==> config.mk <==
export PLATFORM = sky130hd
export DESIGN_NAME = phy_ctrl_regs
export DESIGN_NICKNAME = d
export VERILOG_FILES = /design/src/rtl/phy_regs_pkg.sv /design/src/rtl/phy_bus_port.sv /design/src/rtl/phy_pma_regs.sv /design/src/rtl/phy_lane_regs.sv /design/src/rtl/phy_ctrl_regs.sv
export SDC_FILE = /design/constraint.sdc
export NUM_CORES = 1
export LEC_CHECK = 0
export BUFFER_PORTS_ARGS = -buffer_cell sky130_fd_sc_hd__buf_4
export CELL_PAD_IN_SITES_DETAIL_PLACEMENT = 2
export CELL_PAD_IN_SITES_GLOBAL_PLACEMENT = 2
export CORE_MARGIN = 2
export CORE_UTILIZATION = 30
export CTS_CLUSTER_DIAMETER = 50
export DETAILED_ROUTE_END_ITERATION = 6
export MAX_ROUTING_LAYER = met4
export PLACE_DENSITY = 0.95
export SYNTH_ARGS = -nofsm -noshare
export SYNTH_HDL_FRONTEND = slang
export SYNTH_SLANG_ARGS = --single-unit
export TNS_END_PERCENT = 100
==> constraint.sdc <==
create_clock -name clk -period 5.4 [get_ports clk]
set_clock_uncertainty 0.1 [all_clocks]
set_input_delay 0.54 -clock clk [delete_from_list [all_inputs] [get_ports clk]]
set_output_delay 0.54 -clock clk [all_outputs]
set_load 0.02 [all_outputs]
==> src/rtl/phy_regs_pkg.sv <==
// Package: word addresses and field widths shared by the PHY register block.
// Assumes a 32-bit data path and a 9-bit word address.
package phy_regs_pkg;
    localparam int ADDR_W     = 9;
    localparam int DATA_W     = 32;
    localparam int SLIP_W     = 5;
    localparam int LANE_SEL_W = 8;

    localparam logic [ADDR_W-1:0] A_CAL_PD   = 9'h021;
    localparam logic [ADDR_W-1:0] A_PLL_LOCK = 9'h022;
    localparam logic [ADDR_W-1:0] A_LPBK     = 9'h061;
    localparam logic [ADDR_W-1:0] A_LTD      = 9'h064;
    localparam logic [ADDR_W-1:0] A_LTR      = 9'h065;
    localparam logic [ADDR_W-1:0] A_LTD_ST   = 9'h066;
    localparam logic [ADDR_W-1:0] A_LTR_ST   = 9'h067;
    localparam logic [ADDR_W-1:0] A_LANE_SEL = 9'h080;
    localparam logic [ADDR_W-1:0] A_L_RXST   = 9'h081;
    localparam logic [ADDR_W-1:0] A_L_TXST   = 9'h082;
    localparam logic [ADDR_W-1:0] A_L_TXCTL  = 9'h083;
    localparam logic [ADDR_W-1:0] A_L_RXPOL  = 9'h084;
    localparam logic [ADDR_W-1:0] A_L_RXWA   = 9'h085;

    // Bit positions inside the per-lane alignment word
    localparam int WA_SLIP  = 3;
    localparam int WA_BYTE  = 2;
    localparam int WA_BIT   = 1;
    localparam int WA_ALIGN = 0;
endpackage

==> src/rtl/phy_bus_port.sv <==
// Module: slave-port handshake. Stalls every read for one cycle while it
// registers the read word, and passes writes through with no stall.
// Assumes the master never presents rd and wr together and holds rd/addr
// while wait_req is high.
module phy_bus_port
    import phy_regs_pkg::*;
(
    input  logic              clk,
    input  logic              rst_n,
    input  logic              rd,
    input  logic              wr,
    input  logic [DATA_W-1:0] rd_word,
    output logic              wait_req,
    output logic [DATA_W-1:0] rdata,
    output logic              wr_en
);
    logic              rd_done_q;
    logic [DATA_W-1:0] rdata_q;

    assign wait_req = rd & ~rd_done_q;
    assign wr_en    = wr & ~rd;
    assign rdata    = rdata_q;

    // Capture the read word in the first read cycle, release the stall next
    always_ff @(posedge clk) begin
        if (!rst_n) begin
            rd_done_q <= 1'b0;
            rdata_q   <= '0;
        end else if (rd && !rd_done_q) begin
            rd_done_q <= 1'b1;
            rdata_q   <= rd_word;
        end else begin
            rd_done_q <= 1'b0;
        end
    end
endmodule

==> src/rtl/phy_pma_regs.sv <==
// Module: per-channel mask registers for calibration powerdown, loopback and
// the two clock-recovery lock modes, plus the manual-mode flag.
// Assumes wr_en is a single-cycle qualified write strobe.
module phy_pma_regs
    import phy_regs_pkg::*;
#(
    parameter int NUM_CH = 4
) (
    input  logic              clk,
    input  logic              rst_n,
    input  logic              wr_en,
    input  logic [ADDR_W-1:0] addr,
    input  logic [NUM_CH-1:0] wmask,
    output logic [NUM_CH-1:0] cal_pd,
    output logic [NUM_CH-1:0] serial_lpbk,
    output logic [NUM_CH-1:0] cdr_ltd_req,
    output logic [NUM_CH-1:0] cdr_ltr_req,
    output logic              manual_mode
);
    logic [NUM_CH-1:0] cal_q, lpbk_q, ltd_q, ltr_q;

    // Store each mask on a write to its own word
    always_ff @(posedge clk) begin
        if (!rst_n) begin
            cal_q  <= '0;
            lpbk_q <= '0;
            ltd_q  <= '0;
            ltr_q  <= '0;
        end else if (wr_en) begin
            case (addr)
                A_CAL_PD: cal_q  <= wmask;
                A_LPBK:   lpbk_q <= wmask;
                A_LTD:    ltd_q  <= wmask;
                A_LTR:    ltr_q  <= wmask;
                default:  ;
            endcase
        end
    end

    assign cal_pd      = cal_q;
    assign serial_lpbk = lpbk_q;
    assign cdr_ltd_req = ltd_q;
    assign cdr_ltr_req = ltr_q;
    assign manual_mode = |{ltd_q, ltr_q};
endmodule

==> src/rtl/phy_lane_regs.sv <==
// Module: per-lane PCS control copies reached through the lane select.
// Generates the one-cycle RX bit-slip pulse on a rising write of the request bit.
// Assumes lane_sel is stable across the write that uses it.
module phy_lane_regs
    import phy_regs_pkg::*;
#(
    parameter int NUM_LANE = 4
) (
    input  logic                       clk,
    input  logic                       rst_n,
    input  logic                       wr_en,
    input  logic [ADDR_W-1:0]          addr,
    input  logic [SLIP_W:0]            wbits,
    input  logic [LANE_SEL_W-1:0]      lane_sel,
    input  logic [NUM_LANE*SLIP_W-1:0] rx_slip_cnt,
    output logic [NUM_LANE*SLIP_W-1:0] tx_slip_sel,
    output logic [NUM_LANE-1:0]        tx_inv,
    output logic [NUM_LANE-1:0]        rx_inv,
    output logic [NUM_LANE-1:0]        rx_slip_pulse,
    output logic [NUM_LANE-1:0]        byte_rev,
    output logic [NUM_LANE-1:0]        bit_rev,
    output logic [NUM_LANE-1:0]        pat_align,
    output logic [DATA_W-1:0]          lane_rdata
);
    logic [SLIP_W-1:0]   tx_slip_q [NUM_LANE];
    logic [NUM_LANE-1:0] tx_inv_q, rx_inv_q, slip_req_q, slip_pulse_q;
    logic [NUM_LANE-1:0] byte_q, bit_q, align_q;

    // Update the selected lane's fields and form the bit-slip pulse
    always_ff @(posedge clk) begin
        if (!rst_n) begin
            for (int i = 0; i < NUM_LANE; i++) tx_slip_q[i] <= '0;
            tx_inv_q     <= '0;
            rx_inv_q     <= '0;
            slip_req_q   <= '0;
            slip_pulse_q <= '0;
            byte_q       <= '0;
            bit_q        <= '0;
            align_q      <= '0;
        end else begin
            for (int i = 0; i < NUM_LANE; i++) begin
                slip_pulse_q[i] <= 1'b0;
                if (wr_en && lane_sel == LANE_SEL_W'(i)) begin
                    case (addr)
                        A_L_TXCTL: begin
                            tx_slip_q[i] <= wbits[SLIP_W:1];
                            tx_inv_q[i]  <= wbits[0];
                        end
                        A_L_RXPOL: rx_inv_q[i] <= wbits[0];
                        A_L_RXWA: begin
                            slip_pulse_q[i] <= wbits[WA_SLIP] & ~slip_req_q[i];
                            slip_req_q[i]   <= wbits[WA_SLIP];
                            byte_q[i]       <= wbits[WA_BYTE];
                            bit_q[i]        <= wbits[WA_BIT];
                            align_q[i]      <= wbits[WA_ALIGN];
                        end
                        default: ;
                    endcase
                end
            end
        end
    end

    // Flatten per-lane slip counts onto the output bus
    for (genvar g = 0; g < NUM_LANE; g++) begin : g_lane_out
        assign tx_slip_sel[g*SLIP_W +: SLIP_W] = tx_slip_q[g];
    end

    assign tx_inv        = tx_inv_q;
    assign rx_inv        = rx_inv_q;
    assign rx_slip_pulse = slip_pulse_q;
    assign byte_rev      = byte_q;
    assign bit_rev       = bit_q;
    assign pat_align     = align_q;

    // Select the addressed per-lane word for the selected lane
    always_comb begin
        lane_rdata = '0;
        for (int i = 0; i < NUM_LANE; i++) begin
            if (lane_sel == LANE_SEL_W'(i)) begin
                case (addr)
                    A_L_RXST:  lane_rdata = DATA_W'({rx_slip_cnt[i*SLIP_W +: SLIP_W], 1'b0});
                    A_L_TXCTL: lane_rdata = DATA_W'({tx_slip_q[i], tx_inv_q[i]});
                    A_L_RXPOL: lane_rdata = DATA_W'(rx_inv_q[i]);
                    A_L_RXWA:  lane_rdata = DATA_W'({slip_req_q[i], byte_q[i], bit_q[i], align_q[i]});
                    default:   lane_rdata = '0;
                endcase
            end
        end
    end
endmodule

==> src/rtl/phy_ctrl_regs.sv <==
// Module: top of the PHY control/status register block. Decodes the word
// address, holds the lane select and merges read data from the sub-blocks.
// Assumes NUM_CH <= 32 and NUM_PLL <= 32.
module phy_ctrl_regs
    import phy_regs_pkg::*;
#(
    parameter int NUM_CH   = 4,
    parameter int NUM_LANE = 4,
    parameter int NUM_PLL  = 1
) (
    input  logic                       clk,
    input  logic                       rst_n,
    input  logic [8:0]                 addr,
    input  logic [31:0]                wdata,
    input  logic                       wr,
    input  logic                       rd,
    output logic [31:0]                rdata,
    output logic                       wait_req,
    input  logic [NUM_PLL-1:0]         tx_pll_locked,
    input  logic [NUM_CH-1:0]          cdr_ltd_stat,
    input  logic [NUM_CH-1:0]          cdr_ltr_stat,
    input  logic [NUM_LANE*5-1:0]      rx_slip_cnt,
    output logic [NUM_CH-1:0]          cal_pd,
    output logic [NUM_CH-1:0]          serial_lpbk,
    output logic [NUM_CH-1:0]          cdr_ltd_req,
    output logic [NUM_CH-1:0]          cdr_ltr_req,
    output logic                       manual_mode,
    output logic [NUM_LANE*5-1:0]      tx_slip_sel,
    output logic [NUM_LANE-1:0]        tx_inv,
    output logic [NUM_LANE-1:0]        rx_inv,
    output logic [NUM_LANE-1:0]        rx_slip_pulse,
    output logic [NUM_LANE-1:0]        byte_rev,
    output logic [NUM_LANE-1:0]        bit_rev,
    output logic [NUM_LANE-1:0]        pat_align
);
    logic                  wr_en;
    logic [DATA_W-1:0]     rd_word;
    logic [DATA_W-1:0]     lane_rdata;
    logic [LANE_SEL_W-1:0] lane_sel_q;
    wire                   unused_wdata = ^wdata;

    phy_bus_port u_bus (
        .clk      (clk),
        .rst_n    (rst_n),
        .rd       (rd),
        .wr       (wr),
        .rd_word  (rd_word),
        .wait_req (wait_req),
        .rdata    (rdata),
        .wr_en    (wr_en)
    );

    phy_pma_regs #(.NUM_CH(NUM_CH)) u_pma (
        .clk         (clk),
        .rst_n       (rst_n),
        .wr_en       (wr_en),
        .addr        (addr),
        .wmask       (wdata[NUM_CH-1:0]),
        .cal_pd      (cal_pd),
        .serial_lpbk (serial_lpbk),
        .cdr_ltd_req (cdr_ltd_req),
        .cdr_ltr_req (cdr_ltr_req),
        .manual_mode (manual_mode)
    );

    phy_lane_regs #(.NUM_LANE(NUM_LANE)) u_lane (
        .clk           (clk),
        .rst_n         (rst_n),
        .wr_en         (wr_en),
        .addr          (addr),
        .wbits         (wdata[SLIP_W:0]),
        .lane_sel      (lane_sel_q),
        .rx_slip_cnt   (rx_slip_cnt),
        .tx_slip_sel   (tx_slip_sel),
        .tx_inv        (tx_inv),
        .rx_inv        (rx_inv),
        .rx_slip_pulse (rx_slip_pulse),
        .byte_rev      (byte_rev),
        .bit_rev       (bit_rev),
        .pat_align     (pat_align),
        .lane_rdata    (lane_rdata)
    );

    // Hold the lane select written at its own word
    always_ff @(posedge clk) begin
        if (!rst_n)                          lane_sel_q <= '0;
        else if (wr_en && addr == A_LANE_SEL) lane_sel_q <= wdata[LANE_SEL_W-1:0];
    end

    // Merge the addressed word for the read register
    always_comb begin
        case (addr)
            A_CAL_PD:   rd_word = DATA_W'(cal_pd);
            A_PLL_LOCK: rd_word = DATA_W'(tx_pll_locked);
            A_LPBK:     rd_word = DATA_W'(serial_lpbk);
            A_LTD:      rd_word = DATA_W'(cdr_ltd_req);
            A_LTR:      rd_word = DATA_W'(cdr_ltr_req);
            A_LTD_ST:   rd_word = DATA_W'(cdr_ltd_stat);
            A_LTR_ST:   rd_word = DATA_W'(cdr_ltr_stat);
            A_LANE_SEL: rd_word = DATA_W'(lane_sel_q);
            A_L_RXST, A_L_TXST, A_L_TXCTL, A_L_RXPOL, A_L_RXWA:
                        rd_word = lane_rdata;
            default:    rd_word = '0;
        endcase
    end
endmodule

==> impl_metrics.py, run 1 <==
metrics = {
    "status": {
        "status": "finished, final reports clean",
    },
    "sta": {
        "fin_tns_setup_ns": 0,
        "min_period_over_period_pct": 56.3,
        "fmax_mhz": 329,
        "setup_viol": 0,
        "final-hold-violation-count": 0,
        "max_slew.worst_pin.slew_ns": 0.906,
        "fin_crit_ns": 3.04,
        "rsz0062_at_grt": "false",
        "relSlewSlack_pct": 39.5,
        "drv_slew": 0,
    },
    "run": {
        "drv_cap": 0,
    },
    "detailed_routing": {
        "drc": 0,
        "vias_per_cell": 5.51,
        "routed_wl_um": 17800,
        "ant_nets": 0,
        "first_pass_iters": 5,
        "avgRoutedWirePerCell_um": 22.7,
        "vias": 4323,
        "drt-initial-drc-count": 295,
    },
    "synthesis": {
        "synth.area.top_cells": "dfxtp_1 (28%), edfxtp_1 (14%), mux2i_1 (7.5%)",
        "yosysMostFrequentCell": "dfxtp_1",
        "yosys-top-cells-count": "dfxtp_1 (61), nand2_1 (46), nor2_1 (42), a21oi_1 (39)",
        "yosys.area_share.simple_pct": 23.0,
        "synthArstFlopShare_pct": 0,
        "synth_compound_area_share_pct": 16.4,
        "synth_cells": 502,
        "postSynthAreaPerCell_um2": 8.80,
        "ys_seq_area_share_pct": 41.2,
        "synth_seq_cells": 81,
        "synth_flop_cell": "dfxtp_1",
        "synth_top_family_by_area": "simple AND/OR/NAND/NOR gates",
        "ys.warnings.count": 0,
        "synth_mux_area_share_pct": 11.3,
        "synth_area_um2": 4420,
        "yosysTopAreaCell": "dfxtp_1",
        "synth-xor-area-share_pct": 0,
        "yosys.cell_types.count": 57,
        "synthAdderAreaFrac_pct": 0,
        "synth_top_cell_area_share_pct": 27.6,
        "synth-edff-count": 20,
    },
    "worst_setup_path": {
        "crit_type": "primary input to flip-flop",
        "r2r-end": "u_lane.tx_slip_q[1][1]",
        "reg2reg_slack_ns": 2.46,
        "crit_path_end_kind": "flip-flop",
        "worst-path-max-fanout": 22,
        "cp.arrival_ns": 2.91,
        "critPathLaunch": "addr[0]",
        "cp_data_required_time_ns": 5.27,
        "reg2regPathDepth": 3,
        "worst_setup_path_start_kind": "primary input",
        "timing.rr.start": "lane_sel_q[7]",
    },
    "cells_and_area": {
        "finalInstanceArea_um2": 5600,
        "multi_input_area_um2": 2330,
        "seq_area_um2": 1820,
        "drive_gt1_share_pct": 26.5,
        "finalNetCount": 670,
        "final_util_pct": 38.7,
        "n_fill_cell": 1615,
        "diodes": 0,
        "area_delta_synth_final_pct": 26.8,
    },
    "floorplan": {
        "core-area_um2": 14500,
        "dieWidth_um": 125,
        "die_area_um2": 15700,
        "die_y_um": 125,
        "boundaryPins": 168,
        "start_util_pct": 30.5,
        "num_rows": 44,
    },
    "clock_network": {
        "postCtsSetupBuffers": 0,
        "numCtsBuffers": 9,
        "clk_latency_ns": 0.34,
        "cts_tree": "built",
        "cts_buffer_depth": 2,
        "cts_root_buf": "clkbuf_16",
        "clk_pin_slew_ns": 0.06,
        "cts.sinks": 81,
        "htreeDepth": 3,
        "ctsResizeCount": 0,
        "cts-hold-fix-buffers": 0,
    },
    "pwr": {
        "seq_power_share_pct": 45.9,
        "switchingPower_uw": 359,
        "sw_frac_of_total_pct": 26.1,
        "p_per_area_nw_per_um2": 246,
        "p_clk_share_pct": 43.7,
        "pwr-share-comb_pct": 10.4,
        "vdd_drop_max_uv": 178,
        "leakage_uw": 0.00220,
        "intPower_uw": 1020,
    },
    "grt": {
        "grt_overflow": 0,
        "grt_max_degree": 58,
        "antenna_found_initial": 0,
        "grt_pass1_wl_um": 27800,
        "grt_pass1_vias": 4695,
        "track_usage_pct": 23.4,
    },
    "min_path": {
        "holdPathStages": 2,
        "worstHoldStart": "u_bus.rdata[6]",
        "hold_path.class": "flip-flop to flip-flop",
        "worstHoldEndpoint": "u_bus.rdata[6]",
    },
    "place": {
        "place_area_um2": 5310,
        "gp_congestion": 0.961,
        "port-buffer-count": 119,
        "dp_hpwl_um": 13200,
    },
}
## worst max-delay path: stages
cell and delay (ns):
buf_4 0.28, nor2b_1 0.45, and4_2 0.37, nand2_1 0.39, o21ai_0 0.88
## layout make-up
class	count	area share, %
clock buffer	10	4.47
clock inverter	6	0.737
inverter	2	0.134
multi-input combinational	379	41.6
sequential	81	32.5
tap	184	4.11
timing repair buffer	123	16.5
## power groups by stage
stage	combinational [uW]	sequential (uW)	clock (uW)
2_1_floorplan	84.5	651	0
3_3_place_gp	136	645	0
3_5_place_dp	141	646	0
4_1_cts	143	632	613
5_1_grt	152	632	642
6_report	143	632	601
## metrics by stage
step	setup slack [ns]	std cells	power, uW	hold WS (ns)
after floorplan	2.89	525	735	0.318
after global placement	2.25	769	781	0.345
after detailed placement	2.07	769	787	0.352
after CTS	2.41	785	1390	0.362
after global routing	2.22	785	1430	0.377
final	2.36	785	1380	0.366
## state kept, by name, indices dropped and copies added (netlist names)
signal	cells
u_pma.cdr_ltd_req	4
u_bus.rdata	8
u_lane.rx_inv	4
u_lane.bit_rev	4
u_bus.rd_done_q	1
u_lane.tx_inv	4
u_lane.tx_slip_q	20
u_pma.cdr_ltr_req	4
u_lane.slip_req_q	4
u_lane.byte_rev	4
u_pma.cal_pd	4
lane_sel_q	8
u_lane.pat_align	4
u_lane.rx_slip_pulse	4
u_pma.serial_lpbk	4
## layout by cell type (no fill, tap or decap), drive strengths merged, types with 15 or more instances in the layout
cell	instances
nand3	27
mux2i	33
conb	24
nor3	15
dfxtp	61
and2	21
a21oi	39
nand2	46
o21ai	33
nor2	43
buf	123
edfxtp	20
## routing by layer
layer,global-route usage [%],share of wire [%],vias to the layer above,routed length (um)
met5,-,0,-,0
met4,7.39,2.3,0,402
met3,3.98,4.8,26,856
met2,39.9,51,152,9070
met1,28.2,42,2186,7450
li1,-,-,1959,-
## kinds of logic after synthesis
| group | count (synthesis) |
|---|---|
| AO/OA/AOI/OAI | 115 |
| buffers and inverters | 65 |
| flip-flops | 81 |
| multiplexers | 45 |
| other | 1 |
| AND/OR/NAND/NOR | 195 |
## how the worst max path moves through the flow
stage / slack [ns] / endpoint / cells after the start
after floorplan: 2.89 / u_lane.tx_slip_q[3][0] / 6
after global routing: 2.22 / u_lane.tx_slip_q[2][1] / 5
final: 2.36 / u_lane.tx_slip_q[2][2] / 5
after detailed placement: 2.07 / u_lane.tx_slip_q[2][3] / 5
after CTS: 2.41 / u_lane.tx_slip_q[3][2] / 5
after global placement: 2.25 / u_lane.tx_slip_q[0][3] / 5
(Power assumes the default switching activity.)
==> run 2: changes to the inputs <==
ABC_AREA = 1   (was not set)
CORE_UTILIZATION = 23   (was 30)
PLACE_DENSITY = 0.85   (was 0.95)
clock period = 2.44 ns   (was 5.4 ns; I/O delays follow)
==> run 2 against run 1 <==
Via count is 1.9% higher. Die area is 23% higher. Largest power group is now clock. Core utilization is 7.0 points lower. Combinational power is 83% higher. Global-route usage is 4.2 points lower. Non-clock buffer count is 14 higher. Largest cell class unchanged.
==> impl_metrics.py, run 2 <==
metrics = {
    "place": {
        "gp_congestion": 0.811,
        "port-buffer-count": 119,
        "dp_hpwl_um": 13600,
        "dpl.cell_count": 914,
    },
    "pwr": {
        "totalPowerFinal_uw": 3260,
        "p_clk_share_pct": 49.2,
        "sw_frac_of_total_pct": 23.4,
        "intPower_uw": 2500,
        "pwr-share-comb_pct": 8.0,
        "seq_power_share_pct": 42.8,
        "p_per_area_nw_per_um2": 572,
        "vdd_drop_max_uv": 344,
        "switchingPower_uw": 764,
        "leakage_uw": 0.00248,
    },
    "synthesis": {
        "ys.warnings.count": 0,
        "synth_cells": 564,
        "synth-edff-count": 20,
        "synth_top_cell_area_share_pct": 29.0,
        "yosys-top-cells-count": "nand2_1 (141), dfxtp_1 (61), nor2_1 (53), a21oi_1 (46), nand3_1 (42)",
        "ys_seq_area_share_pct": 43.3,
        "synth_flop_cell": "dfxtp_1",
        "postSynthAreaPerCell_um2": 7.47,
        "yosys.cell_types.count": 38,
        "synth_seq_cells": 81,
        "synthArstFlopShare_pct": 0,
        "synth_area_um2": 4210,
        "yosysTopAreaCell": "dfxtp_1",
        "yosysMostFrequentCell": "nand2_1",
        "synth.area.top_cells": "dfxtp_1 (29%), edfxtp_1 (14%), nand2_1 (13%)",
    },
    "grt": {
        "track_usage_pct": 19.2,
        "grt_pass1_vias": 4819,
        "grt_max_degree": 23,
        "grt_overflow": 0,
        "grt_pass1_wl_um": 27700,
        "antenna_found_initial": 0,
    },
    "sta": {
        "final-hold-violation-count": 0,
        "drv_slew": 0,
        "fin_tns_setup_ns": 0,
        "setup_viol": 0,
        "worst_hold_slack_ns": 0.0377,
        "min_period_over_period_pct": 90.1,
        "fin_crit_ns": 2.20,
        "relSlewSlack_pct": 59.1,
        "fmax_mhz": 455,
        "max_slew.worst_pin.slew_ns": 0.613,
        "rsz0062_at_grt": "false",
    },
    "cells_and_area": {
        "n_fill_cell": 2116,
        "layoutNonFillerInstCount": 930,
        "drive_gt1_share_pct": 26.4,
        "layout_commonest_cell": "nand2_1",
        "most-common-layout-cells": "nand2_1 (141), buf_4 (137), dfxtp_1 (60)",
        "top_register": "u_lane.tx_slip_q",
        "largest_reg_flops": 20,
        "diodes": 0,
        "area_delta_synth_final_pct": 35.2,
        "finalNetCount": 770,
    },
    "floorplan": {
        "core-area_um2": 18000,
        "num_rows": 49,
        "boundaryPins": 168,
        "die_area_um2": 19400,
        "start_util_pct": 23.4,
        "dieWidth_um": 139,
        "die_y_um": 139,
    },
    "detailed_routing": {
        "routed_wl_um": 17800,
        "wl_met3_um": 817,
        "first_pass_iters": 4,
        "drc": 0,
        "drt-initial-drc-count": 185,
        "top_layer": "met4",
        "dr_wl_met2_um": 8760,
        "vias": 4406,
        "ant_nets": 0,
        "vias_per_cell": 4.74,
        "m1WireLength_um": 7990,
        "avgRoutedWirePerCell_um": 19.1,
    },
    "worst_setup_path": {
        "crit_chain": "nor2_1 -> inv_2 -> nor2_1 -> nand3_2 -> nor2_2 -> inv_2 -> nor2_1 -> inv_1 -> nand2_1",
        "r2r-end": "u_lane.tx_slip_q[1][3]",
        "crit_family": "simple AND/OR/NAND/NOR gates",
        "crit_type": "flip-flop to flip-flop",
        "max_stage_delay_ns": 0.33,
        "cpMostUsedCell": "nor2_1",
        "worst-path-max-fanout": 6,
        "crit_cells": 9,
        "slowest_stage": "dfxtp_1",
        "crit_path_end_kind": "flip-flop",
        "cp.arrival_ns": 2.13,
        "cp_data_required_time_ns": 2.37,
        "cp.buffers_inverters": 3,
        "reg2reg_slack_ns": 0.24,
        "timing.rr.start": "lane_sel_q[2]",
        "critPathLaunch": "lane_sel_q[2]",
        "reg2regPathDepth": 9,
        "worst_setup_path_start_kind": "flip-flop",
        "endpoint": "u_lane.tx_slip_q[1][3]",
    },
    "clock_network": {
        "clk_latency_ns": 0.35,
        "clk_pin_slew_ns": 0.07,
        "postCtsSetupBuffers": 0,
        "numCtsBuffers": 9,
        "cts_tree": "built",
        "cts_buffer_depth": 2,
        "htreeDepth": 3,
        "cts.sinks": 81,
        "cts_root_buf": "clkbuf_16",
    },
    "status": {
        "status": "finished, final reports clean",
    },
    "run": {
        "drv_cap": 0,
    },
    "min_path": {
        "hold_path.class": "primary input to flip-flop",
    },
}
==> run 2: cells by family (layout without fill, tap and decap cells) <==
| logic type | Yosys count | count (layout) | share of synthesized area, % |
|---|---|---|---|
| simple gates | 279 | 279 | 30.0 |
| flops | 81 | 81 | 43.3 |
| compound gates | 109 | 109 | 15.2 |
| other cells | 1 | 24 | 0.0891 |
| buf+inv | 94 | 208 | 11.4 |
==> run 2: worst min-delay path by stage <==
stage	start	endpoint	slack, ns	depth (start not counted)
2_1_floorplan	wdata[6]	lane_sel_q[6]	0.28	2
3_3_place_gp	lane_sel_q[7]	u_bus.rdata[7]	0.35	2
3_5_place_dp	lane_sel_q[7]	u_bus.rdata[7]	0.36	2
4_1_cts	wdata[6]	lane_sel_q[6]	0.03	3
5_1_grt	wdata[6]	lane_sel_q[6]	0.04	3
6_report	wdata[6]	lane_sel_q[6]	0.04	3
==> run 2: repair_timing <==
item,in CTS,in global routing
setup endpoints to repair,0,7
hold buffers,0,0
hold endpoints to repair,0,0
gates resized for setup,0,4
==> run 2: area by class of cell <==
class                      instances  area (um2)  share of cell area, %
timing repair buffer             137        1030                   18.1
clock buffer                      10         239                   4.20
clock inverter                     6         105                   1.85
multi-input combinational        412        2000                   35.2
inverter                          55         208                   3.65
sequential                        81        1820                   32.0
tap                              229         287                   5.03
==> run 2: stage by stage <==
stage | utilization (%) | setup WS [ns] | instance area [um2]
6_report | 31.7 | 0.241 | 5690
4_1_cts | 31.6 | 0.115 | 5680
3_5_place_dp | 29.7 | 0.190 | 5340
5_1_grt | 31.7 | 0.0672 | 5690
3_3_place_gp | 29.7 | 0.264 | 5340
2_1_floorplan | - | 0.513 | 4300
==> run 2: layer usage <==
| metal | vias to the layer above | global-route usage [%] |
|---|---|---|
| li1 | 2111 | - |
| met1 | 2156 | 24.0 |
| met2 | 124 | 32.1 |
| met3 | 15 | 3.51 |
| met4 | 0 | 4.41 |
| met5 | - | - |
==> run 2: power by group through the flow <==
stage	Combinational [uW]	Sequential (uW)	Clock (uW)
finish	262	1390	1600
floorplan	130	1440	0
CTS	263	1390	1630
global placement	256	1420	0
global route	280	1400	1690
detailed placement	261	1420	0
==> run 2: worst register-to-register path: cells and delay by family (launching register included) <==
kind          cells  cell delay (ns)
buf+inv           3             0.29
flops             1             0.33
simple gates      6             1.16
==> run 3: changes to the inputs <==
CORE_MARGIN = 5   (was 2)
==> run 3 against run 2 <==
Final cell count shrank 0.32%. Largest cell class unchanged. Count of clock-buffer cells in the layout grew 3. Critical path type unchanged. Via count shrank 0.48%.
==> impl_metrics.py, run 3 (synthesized netlist as in run 2, its figures left out) <==
metrics = {
    "floorplan": {
        "start_util_pct": 23.4,
        "dieWidth_um": 145,
        "num_rows": 49,
        "boundaryPins": 168,
        "die_y_um": 145,
        "die_area_um2": 21100,
        "core-area_um2": 18000,
    },
    "pwr": {
        "pwr-share-comb_pct": 8.5,
        "seq_power_share_pct": 46.1,
        "leakage_uw": 0.00244,
        "intPower_uw": 2290,
        "p_clk_share_pct": 45.5,
        "sw_frac_of_total_pct": 24.3,
        "p_per_area_nw_per_um2": 538,
        "vdd_drop_max_uv": 335,
        "switchingPower_uw": 736,
    },
    "cells_and_area": {
        "final_util_pct": 31.2,
        "layout_commonest_cell": "nand2_1",
        "top_register": "u_lane.tx_slip_q",
        "area_delta_synth_final_pct": 33.5,
        "largest_reg_flops": 20,
        "most-common-layout-cells": "nand2_1 (141), buf_4 (133), dfxtp_1 (61)",
        "diodes": 0,
        "drive_gt1_share_pct": 25.1,
        "finalNetCount": 767,
    },
    "sta": {
        "max_slew.worst_pin.slew_ns": 0.583,
        "fin_crit_ns": 2.24,
        "rsz0062_at_grt": "false",
        "setup_viol": 0,
        "final-hold-violation-count": 0,
        "drv_slew": 0,
        "fin_tns_setup_ns": 0,
        "relSlewSlack_pct": 61.1,
        "min_period_over_period_pct": 92.0,
        "fmax_mhz": 446,
    },
    "min_path": {
        "hold_path.class": "primary input to flip-flop",
        "holdPathStages": 3,
    },
    "worst_setup_path": {
        "cp.arrival_ns": 2.18,
        "crit_path_end_kind": "flip-flop",
        "reg2reg_slack_ns": 0.20,
        "timing.rr.start": "lane_sel_q[0]",
        "endpoint": "u_lane.tx_slip_q[1][4]",
        "critPathLaunch": "lane_sel_q[0]",
        "crit_type": "flip-flop to flip-flop",
        "r2r-end": "u_lane.tx_slip_q[1][4]",
        "cp_data_required_time_ns": 2.37,
        "worst-path-max-fanout": 6,
        "reg2regPathDepth": 8,
        "worst_setup_path_start_kind": "flip-flop",
    },
    "detailed_routing": {
        "vias_per_cell": 4.73,
        "first_pass_iters": 4,
        "drc": 0,
        "vias": 4385,
        "ant_nets": 0,
        "routed_wl_um": 17400,
        "drt-initial-drc-count": 177,
        "avgRoutedWirePerCell_um": 18.7,
    },
    "grt": {
        "grt_max_degree": 43,
        "grt_pass1_wl_um": 27800,
        "grt_pass1_vias": 4949,
        "track_usage_pct": 17.0,
        "antenna_found_initial": 0,
        "grt_overflow": 0,
    },
    "clock_network": {
        "ctsResizeCount": 0,
        "cts.sinks": 81,
        "cts_tree": "built",
        "cts-hold-fix-buffers": 0,
        "numCtsBuffers": 9,
        "clk_pin_slew_ns": 0.06,
        "cts_root_buf": "clkbuf_16",
        "clk_latency_ns": 0.35,
        "htreeDepth": 3,
        "cts_buffer_depth": 2,
        "postCtsSetupBuffers": 0,
    },
    "place": {
        "dp_hpwl_um": 13500,
        "gp_congestion": 0.790,
        "port-buffer-count": 119,
    },
    "status": {
        "status": "finished, final reports clean",
    },
    "run": {
        "drv_cap": 0,
    },
}
[run 3: cell count changes in the layout (fill, tap and decap cells not counted), sizes merged]
| cell | delta |
|---|---|
| clkbuf | +3 |
| bufinv | -2 |
| clkinv | -1 |
| buf | -3 |
[run 3: metal layers]
metal	GRT usage, %	part of all wire (%)	wire length (um)	vias up
li1	-	-	-	2109
met1	21.3	45	7840	2153
met2	28.2	49	8560	112
met3	3.43	4.7	812	11
met4	4.06	0.97	169	0
met5	-	0	0	-
[run 3: worst max-delay path: stages, from the launching register on]
cell and delay (ns):
dfxtp_1 0.53, inv_1 0.10, nor2_1 0.17, nand3_1 0.23, nor2_1 0.29, inv_2 0.10, nor2_1 0.15, inv_1 0.07
nand2_1 0.19
[run 3: worst min path at each step]
stage                  startpoint  slack, ns             end
floorplan                wdata[6]       0.28   lane_sel_q[6]
global placement    lane_sel_q[7]       0.35  u_bus.rdata[7]
detailed placement  lane_sel_q[7]       0.36  u_bus.rdata[7]
CTS                      wdata[6]       0.08   lane_sel_q[6]
global route             wdata[6]       0.09   lane_sel_q[6]
finish                   wdata[6]       0.08   lane_sel_q[6]
[run 3: layout make-up]
class	count	area, um2
fill	2168	12400
multi-input combinational	412	2000
sequential	81	1820
timing repair buffer	134	1020
tap	229	287
clock buffer	13	250
inverter	55	208
clock inverter	3	40.0
[run 3: power by group through the flow]
stage	Clock (uW)	Combinational (uW)	Sequential, uW
after CTS	1400	259	1390
final	1380	257	1390
after detailed placement	0	258	1420
after floorplan	0	130	1440
after global routing	1470	275	1400
after global placement	0	254	1420
[run 3: stage by stage]
step	hold WS, ns	power [uW]	std cells	setup slack, ns	area, um2
global route	0.0939	3140	927	0.0528	5620
floorplan	0.279	1570	587	0.513	4300
global placement	0.354	1680	911	0.309	5330
CTS	0.0795	3060	927	0.211	5620
finish	0.0832	3030	927	0.196	5620
detailed placement	0.360	1680	911	0.234	5330
